File: src/rtl/tsRx_pkg.sv
package tsRx_pkg;
  typedef struct packed {
    logic fineInc;
    logic fineClr;
    logic syncInc;
    logic capture;
  } tsStrobe_t;
endpackage

File: src/rtl/gapSyncCtrl.sv
module gapSyncCtrl
  import tsRx_pkg::*;
#(
  parameter int OVS         = 8,
  parameter int SYNC_STAGES = 2,
  parameter int TIMER_W     = 20,
  parameter int TIMER_DEF   = 65280
) (
  input  logic               clk,
  input  logic               rstN,
  input  logic               rxClk,
  input  logic               modeSel,
  input  logic [TIMER_W-1:0] timerPeriod,
  input  logic               capStb,
  output tsStrobe_t          strb,
  output logic               syncStb,
  output logic               clkLoss
);
  localparam int GAP_T   = (OVS * 3) / 2;
  localparam int LOSS_T  = (OVS * 5) / 2;
  localparam int SPACE_W = $clog2(LOSS_T + 2) + 1;
  localparam logic [SPACE_W-1:0] SPACE_MAX = '1;

  logic [SYNC_STAGES:0] rxPipe;
  logic                 rxEdge;
  logic [SPACE_W-1:0]   spaceCnt;
  logic                 primed;
  logic                 isLoss, isGap, edgeOk, doSync;
  logic [TIMER_W-1:0]   timerCnt, periodEff;
  logic                 timerTick, pend;

  // Synchronizer plus one delayed stage for edge detection
  always_ff @(posedge clk) begin
    if (!rstN) rxPipe <= '0;
    else       rxPipe <= {rxPipe[SYNC_STAGES-1:0], rxClk};
  end
  assign rxEdge = rxPipe[SYNC_STAGES-1] & ~rxPipe[SYNC_STAGES];

  // Ticks since the previous accepted rising edge, saturating
  always_ff @(posedge clk) begin
    if (!rstN) begin
      spaceCnt <= '0;
      primed   <= 1'b0;
    end else if (rxEdge) begin
      spaceCnt <= SPACE_W'(1);
      primed   <= 1'b1;
    end else if (spaceCnt != SPACE_MAX) begin
      spaceCnt <= spaceCnt + 1'b1;
    end
  end

  assign isLoss  = spaceCnt > SPACE_W'(LOSS_T);
  assign isGap   = (spaceCnt > SPACE_W'(GAP_T)) && !isLoss;
  assign clkLoss = primed && isLoss;

  // Internal sync timer, restarted whenever timer mode is left
  assign periodEff = (timerPeriod == '0) ? TIMER_W'(TIMER_DEF) : timerPeriod;
  assign timerTick = modeSel && (timerCnt == periodEff - 1'b1);

  always_ff @(posedge clk) begin
    if (!rstN || !modeSel) timerCnt <= '0;
    else if (timerTick)    timerCnt <= '0;
    else                   timerCnt <= timerCnt + 1'b1;
  end

  always_ff @(posedge clk) begin
    if (!rstN || !modeSel)         pend <= 1'b0;
    else if (timerTick)            pend <= 1'b1;
    else if (edgeOk && pend)       pend <= 1'b0;
  end

  assign edgeOk = rxEdge && primed && !isLoss;
  assign doSync = edgeOk && (modeSel ? pend : isGap);

  always_comb begin
    strb.fineInc = edgeOk && !doSync;
    strb.fineClr = doSync;
    strb.syncInc = doSync;
    strb.capture = capStb;
  end
  assign syncStb = doSync;

  assert_one_action_R1: assert property (@(posedge clk) disable iff (!rstN)
    $onehot0({strb.fineInc, strb.fineClr}));

  assert_loss_no_sync_R4: assert property (@(posedge clk) disable iff (!rstN)
    clkLoss |-> !syncStb && !strb.fineInc);

  assert_timer_mode_gap_R7: assert property (@(posedge clk) disable iff (!rstN)
    (modeSel && !pend) |-> !syncStb);

endmodule

File: src/rtl/tsDatapath.sv
module tsDatapath
  import tsRx_pkg::*;
#(
  parameter int FINE_W = 20,
  parameter int SYNC_W = 16,
  parameter int DATA_W = 32
) (
  input  logic              clk,
  input  logic              rstN,
  input  tsStrobe_t         strb,
  input  logic [1:0]        rdAddr,
  output logic [DATA_W-1:0] rdData,
  output logic [FINE_W-1:0] fineCnt,
  output logic [SYNC_W-1:0] syncCnt
);
  logic [FINE_W-1:0] capFine;
  logic [SYNC_W-1:0] capSync;

  always_ff @(posedge clk) begin
    if (!rstN)             fineCnt <= '0;
    else if (strb.fineClr) fineCnt <= '0;
    else if (strb.fineInc) fineCnt <= fineCnt + 1'b1;
  end

  always_ff @(posedge clk) begin
    if (!rstN)             syncCnt <= '0;
    else if (strb.syncInc) syncCnt <= syncCnt + 1'b1;
  end

  // Both copies load from the same register state in one cycle
  always_ff @(posedge clk) begin
    if (!rstN) begin
      capFine <= '0;
      capSync <= '0;
    end else if (strb.capture) begin
      capFine <= fineCnt;
      capSync <= syncCnt;
    end
  end

  always_comb begin
    case (rdAddr)
      2'd0:    rdData = DATA_W'(syncCnt);
      2'd1:    rdData = DATA_W'(capFine);
      2'd2:    rdData = DATA_W'(capSync);
      default: rdData = '0;
    endcase
  end

  assert_fine_clear_R2: assert property (@(posedge clk) disable iff (!rstN)
    strb.fineClr |=> fineCnt == '0);

  assert_sync_hold_R3: assert property (@(posedge clk) disable iff (!rstN)
    !strb.syncInc |=> $stable(syncCnt));

  assert_sync_step_R3: assert property (@(posedge clk) disable iff (!rstN)
    strb.syncInc |=> syncCnt == SYNC_W'($past(syncCnt) + 1'b1));

  assert_cap_hold_R5: assert property (@(posedge clk) disable iff (!rstN)
    !strb.capture |=> $stable(capFine) && $stable(capSync));

endmodule

File: src/rtl/gapClockTimestamp.sv
module gapClockTimestamp
  import tsRx_pkg::*;
#(
  parameter int OVS         = 8,
  parameter int RX_MHZ      = 48,
  parameter int TIMER_US    = 170,
  parameter int SYNC_STAGES = 2,
  parameter int TIMER_W     = 20,
  parameter int FINE_W      = 20,
  parameter int SYNC_W      = 16,
  parameter int DATA_W      = 32
) (
  input  logic               clk,
  input  logic               rstN,
  input  logic               rxClk,
  input  logic               modeSel,
  input  logic [TIMER_W-1:0] timerPeriod,
  input  logic               capStb,
  input  logic [1:0]         rdAddr,
  output logic [DATA_W-1:0]  rdData,
  output logic [FINE_W-1:0]  fineCnt,
  output logic [SYNC_W-1:0]  syncCnt,
  output logic               syncStb,
  output logic               clkLoss
);
  localparam int TIMER_DEF = OVS * RX_MHZ * TIMER_US;

  tsStrobe_t strb;

  gapSyncCtrl #(
    .OVS(OVS), .SYNC_STAGES(SYNC_STAGES), .TIMER_W(TIMER_W), .TIMER_DEF(TIMER_DEF)
  ) u_ctrl (
    .clk(clk), .rstN(rstN), .rxClk(rxClk), .modeSel(modeSel),
    .timerPeriod(timerPeriod), .capStb(capStb), .strb(strb),
    .syncStb(syncStb), .clkLoss(clkLoss)
  );

  tsDatapath #(
    .FINE_W(FINE_W), .SYNC_W(SYNC_W), .DATA_W(DATA_W)
  ) u_dp (
    .clk(clk), .rstN(rstN), .strb(strb), .rdAddr(rdAddr),
    .rdData(rdData), .fineCnt(fineCnt), .syncCnt(syncCnt)
  );

endmodule

File: config.mk
export PLATFORM = sky130hd
export DESIGN_NAME = gapClockTimestamp
export DESIGN_NICKNAME = d
export VERILOG_FILES = /design/src/rtl/tsRx_pkg.sv /design/src/rtl/gapSyncCtrl.sv /design/src/rtl/tsDatapath.sv /design/src/rtl/gapClockTimestamp.sv
export SDC_FILE = /design/constraint.sdc
export NUM_CORES = 1
export LEC_CHECK = 0
export BUFFER_PORTS_ARGS = -buffer_cell sky130_fd_sc_hd__buf_2
export CAP_MARGIN = 30
export CELL_PAD_IN_SITES_DETAIL_PLACEMENT = 1
export CELL_PAD_IN_SITES_GLOBAL_PLACEMENT = 2
export CORE_MARGIN = 2
export CORE_UTILIZATION = 38
export CTS_BUF_LIST = sky130_fd_sc_hd__clkbuf_4
export DETAILED_ROUTE_END_ITERATION = 12
export PLACE_DENSITY_LB_ADDON = 0.1
export SLEW_MARGIN = 15
export SYNTH_ARGS = -nofsm -noshare
export SYNTH_HDL_FRONTEND = slang
export SYNTH_HIERARCHICAL = 1
export SYNTH_SLANG_ARGS = --single-unit
File: constraint.sdc
create_clock -name clk -period 4.45 [get_ports clk]
set_input_delay 0.89 -clock clk [delete_from_list [all_inputs] [get_ports clk]]
set_output_delay 0.89 -clock clk [all_outputs]
set_load 0.01 [all_outputs]
==> metrics.txt <==
run status finished clean; die extent in x 127 µm; Starting Density 0.392; htree depth 3; leading register cell type out of synthesis dfxtp_1; Cell variety after synth 61; actual slew at the worst max-slew pin 823 ps; global-route wire length before repair 24.9 mm; buffer levels on the longest clock path 2; Final Hold Violating Endpoints 0; vias after detailed routing 4759; cell row count 44; CTS clock-pin slew for the worst setup and hold paths 150 ps; kind of launch point of the worst setup path input port; placed cell count 887; CTS tree yes; antenna violation net count after detailed routing 0; average size of a mapped cell 8.81 µm²; Synth async-reset ratio 0; final-report setup violation count 0; die area 16100 µm²; commonest cells after routing, fill and taps aside dfxtp_1, buf_2, mux2i_1, nand2_1, nor2b_1; drt first pass iters 4; unrepaired setup endpoints after global routing false; Post-CTS Hold Fix Bufs 0; mux contribution to synthesized area 0.0976; Clock Root Buffer clkbuf_4; power per standard cell area 240 nW/µm²; CTS resizes 0; final net count 747; Die Y-Extent 127 µm; largest fanout of any net on the critical path 20; mean routed wirelength per cell 17.0 µm; critical path capture point type flip-flop; post-synthesis instance total 652; signed area change from the synthesized netlist to the final layout 9.56%; Worst Setup Path Type input port to flip-flop; insertion delay to the later sink of the worst-skew pair 470 ps; clock buffer count from CTS 9; relative slew slack 0.451; critical path arrival 3710 ps; drt initial violations 251; routed wire length 15.3 mm; routed via count divided by cell count 5.27; layout cells sized above 1 0.196; final cell utilization of the core 0.430; number of synthesized register bits 103; Simple-Gate Fraction of Synth Area 0.278; Yosys Warn Count 6; kind of path behind the tightest hold check flip-flop to flip-flop; All-Layer GR Usage 0.193; drt drc 0; dominant combinational cell family by area after synthesis simple AND/OR/NAND/NOR gates; maximum ir drop on the vdd rail 0.124 mV; final max-slew violation count 0; core area 14600 µm²; crit share post-route 0.761; global-route congestion overflow total 0; Finished Layout Cells 903; clock sinks 103; area share of fa/ha/maj cells after synthesis 0.0131; buffers inserted by post-CTS timing repair 0; Detail Placement HPWL 11.4 mm; Post-Route Skew 25.0 ps; via count of the first global-routing pass 4747; count of input and output buffers 84; Worst Hold Slack 466 ps; xor/xnor share of the synthesized area 0.112; most frequent standard cell in the layout excluding fill and tap cells dfxtp_1; number of antenna violations at the first check in global routing 0; shortest period the worst path allows 3390 ps; antenna fix cells 0; combined area of all synthesized cells 5740 µm²; setup total negative slack 0 ps; Post-synth EDFFs 0; share of the synthesized area in compound gates (AO/OA/AOI/OAI) 0.0804; gp weighted congestion 0.879; sequential fraction of the synthesis area 0.359; maximum number of pins on one net before global-route repair 55; endpoint required time on the critical path 4770 ps; Top Ports 97; max cap viols 0; sum of internal, switching and leakage power 0.00151 W; leakage power total 2.50 nW; Achievable Freq 0.295 GHz
==> layout make-up <==
cell class              count  area (µm²)
clock buffers              11        82.6
clock inverters             5        32.5
inverters                  13        48.8
fillers                  1754        8350
repair buffers             88         450
flip-flops and latches    103        2060
multi-input cells         499        3390
well taps                 184         230
==> worst max-delay path: stages <==
cell and delay (ps):
buf_2 130, inv_1 60, ha_1 210, nor4b_2 390
nand2_1 230, nor4_1 500, nand4b_1 150, o211a_1 140
o21ai_0 250, a31o_2 650, nor2_2 90
==> power breakdown <==
part,leakage [nW],internal [W],switching (W)
registers,0.831,0.000928,0.00000432
logic,1.60,0.0000507,0.0000806
clock network,0.0710,0.000129,0.000321
==> worst paths after layout <==
| check | end | slack, ps | startpoint | cells after the start |
|---|---|---|---|---|
| setup / recovery | u_ctrl/timerCnt[9] | 1060 | timerPeriod[0] | 11 |
| hold / removal | u_ctrl/rxPipe[1] | 470 | u_ctrl/rxPipe[0] | 1 |
| setup reg to reg | u_dp/fineCnt[16] | 1470 | u_ctrl/spaceCnt[0] | 11 |
| hold reg to reg | u_ctrl/rxPipe[1] | 470 | u_ctrl/rxPipe[0] | 1 |
==> stage by stage <==
stage	worst slack (ps)	area, µm²
after floorplan	1270	5780
final	1060	6290
after global placement	719	6180
after detailed placement	559	6180
after global routing	759	6290
after CTS	1090	6290
==> cells by family after synthesis <==
family,Yosys count
other,1
xor gates and xnor gates,72
DFF,103
AOI/OAI and AO/OA,75
adders and majority gates,6
muxes,56
buffers and inverters,61
and+or+nand+nor,278
==> registers in the layout (all words and copies together), names as in the netlist <==
name,flops
u_ctrl/pend,1
u_ctrl/primed,1
u_ctrl/rxPipe,3
u_ctrl/spaceCnt,6
u_ctrl/timerCnt,20
u_dp/capFine,20
u_dp/capSync,16
u_dp/fineCnt,20
u_dp/syncCnt,16
==> Yosys cell counts, types with 4 or more instances <==
| library cell | instances | area (µm²) |
|---|---|---|
| buf_2 | 7 | 35.0 |
| and2_1 | 20 | 125 |
| or3_1 | 17 | 106 |
| nor2b_1 | 44 | 275 |
| nor2_2 | 20 | 125 |
| nand3_1 | 22 | 110 |
| mux2i_1 | 56 | 561 |
| inv_1 | 13 | 48.8 |
| nor4_1 | 14 | 87.6 |
| xor2_1 | 33 | 289 |
| a21oi_1 | 18 | 90.1 |
| o21ai_0 | 30 | 150 |
| nand2_1 | 45 | 169 |
| dfxtp_1 | 103 | 2060 |
| and3_1 | 6 | 37.5 |
| clkbuf_1 | 18 | 67.6 |
| xnor2_1 | 38 | 333 |
| buf_4 | 18 | 135 |
| nor2_1 | 31 | 116 |
| buf_6 | 4 | 45.0 |
| nand4_1 | 15 | 93.8 |
| ha_1 | 6 | 75.1 |
| nor3_1 | 15 | 75.1 |
==> routing by layer <==
| metal | global-route usage | vias up | wire (µm) |
|---|---|---|---|
| met1 | 0.256 | 2312 | 7240 |
| met3 | 0.0375 | 11 | 512 |
| met4 | 0.0401 | 0 | 160 |
| met2 | 0.326 | 81 | 7410 |
| li1 | - | 2355 | - |
| met5 | 0 | - | 0 |
(Power assumes the default switching activity.)
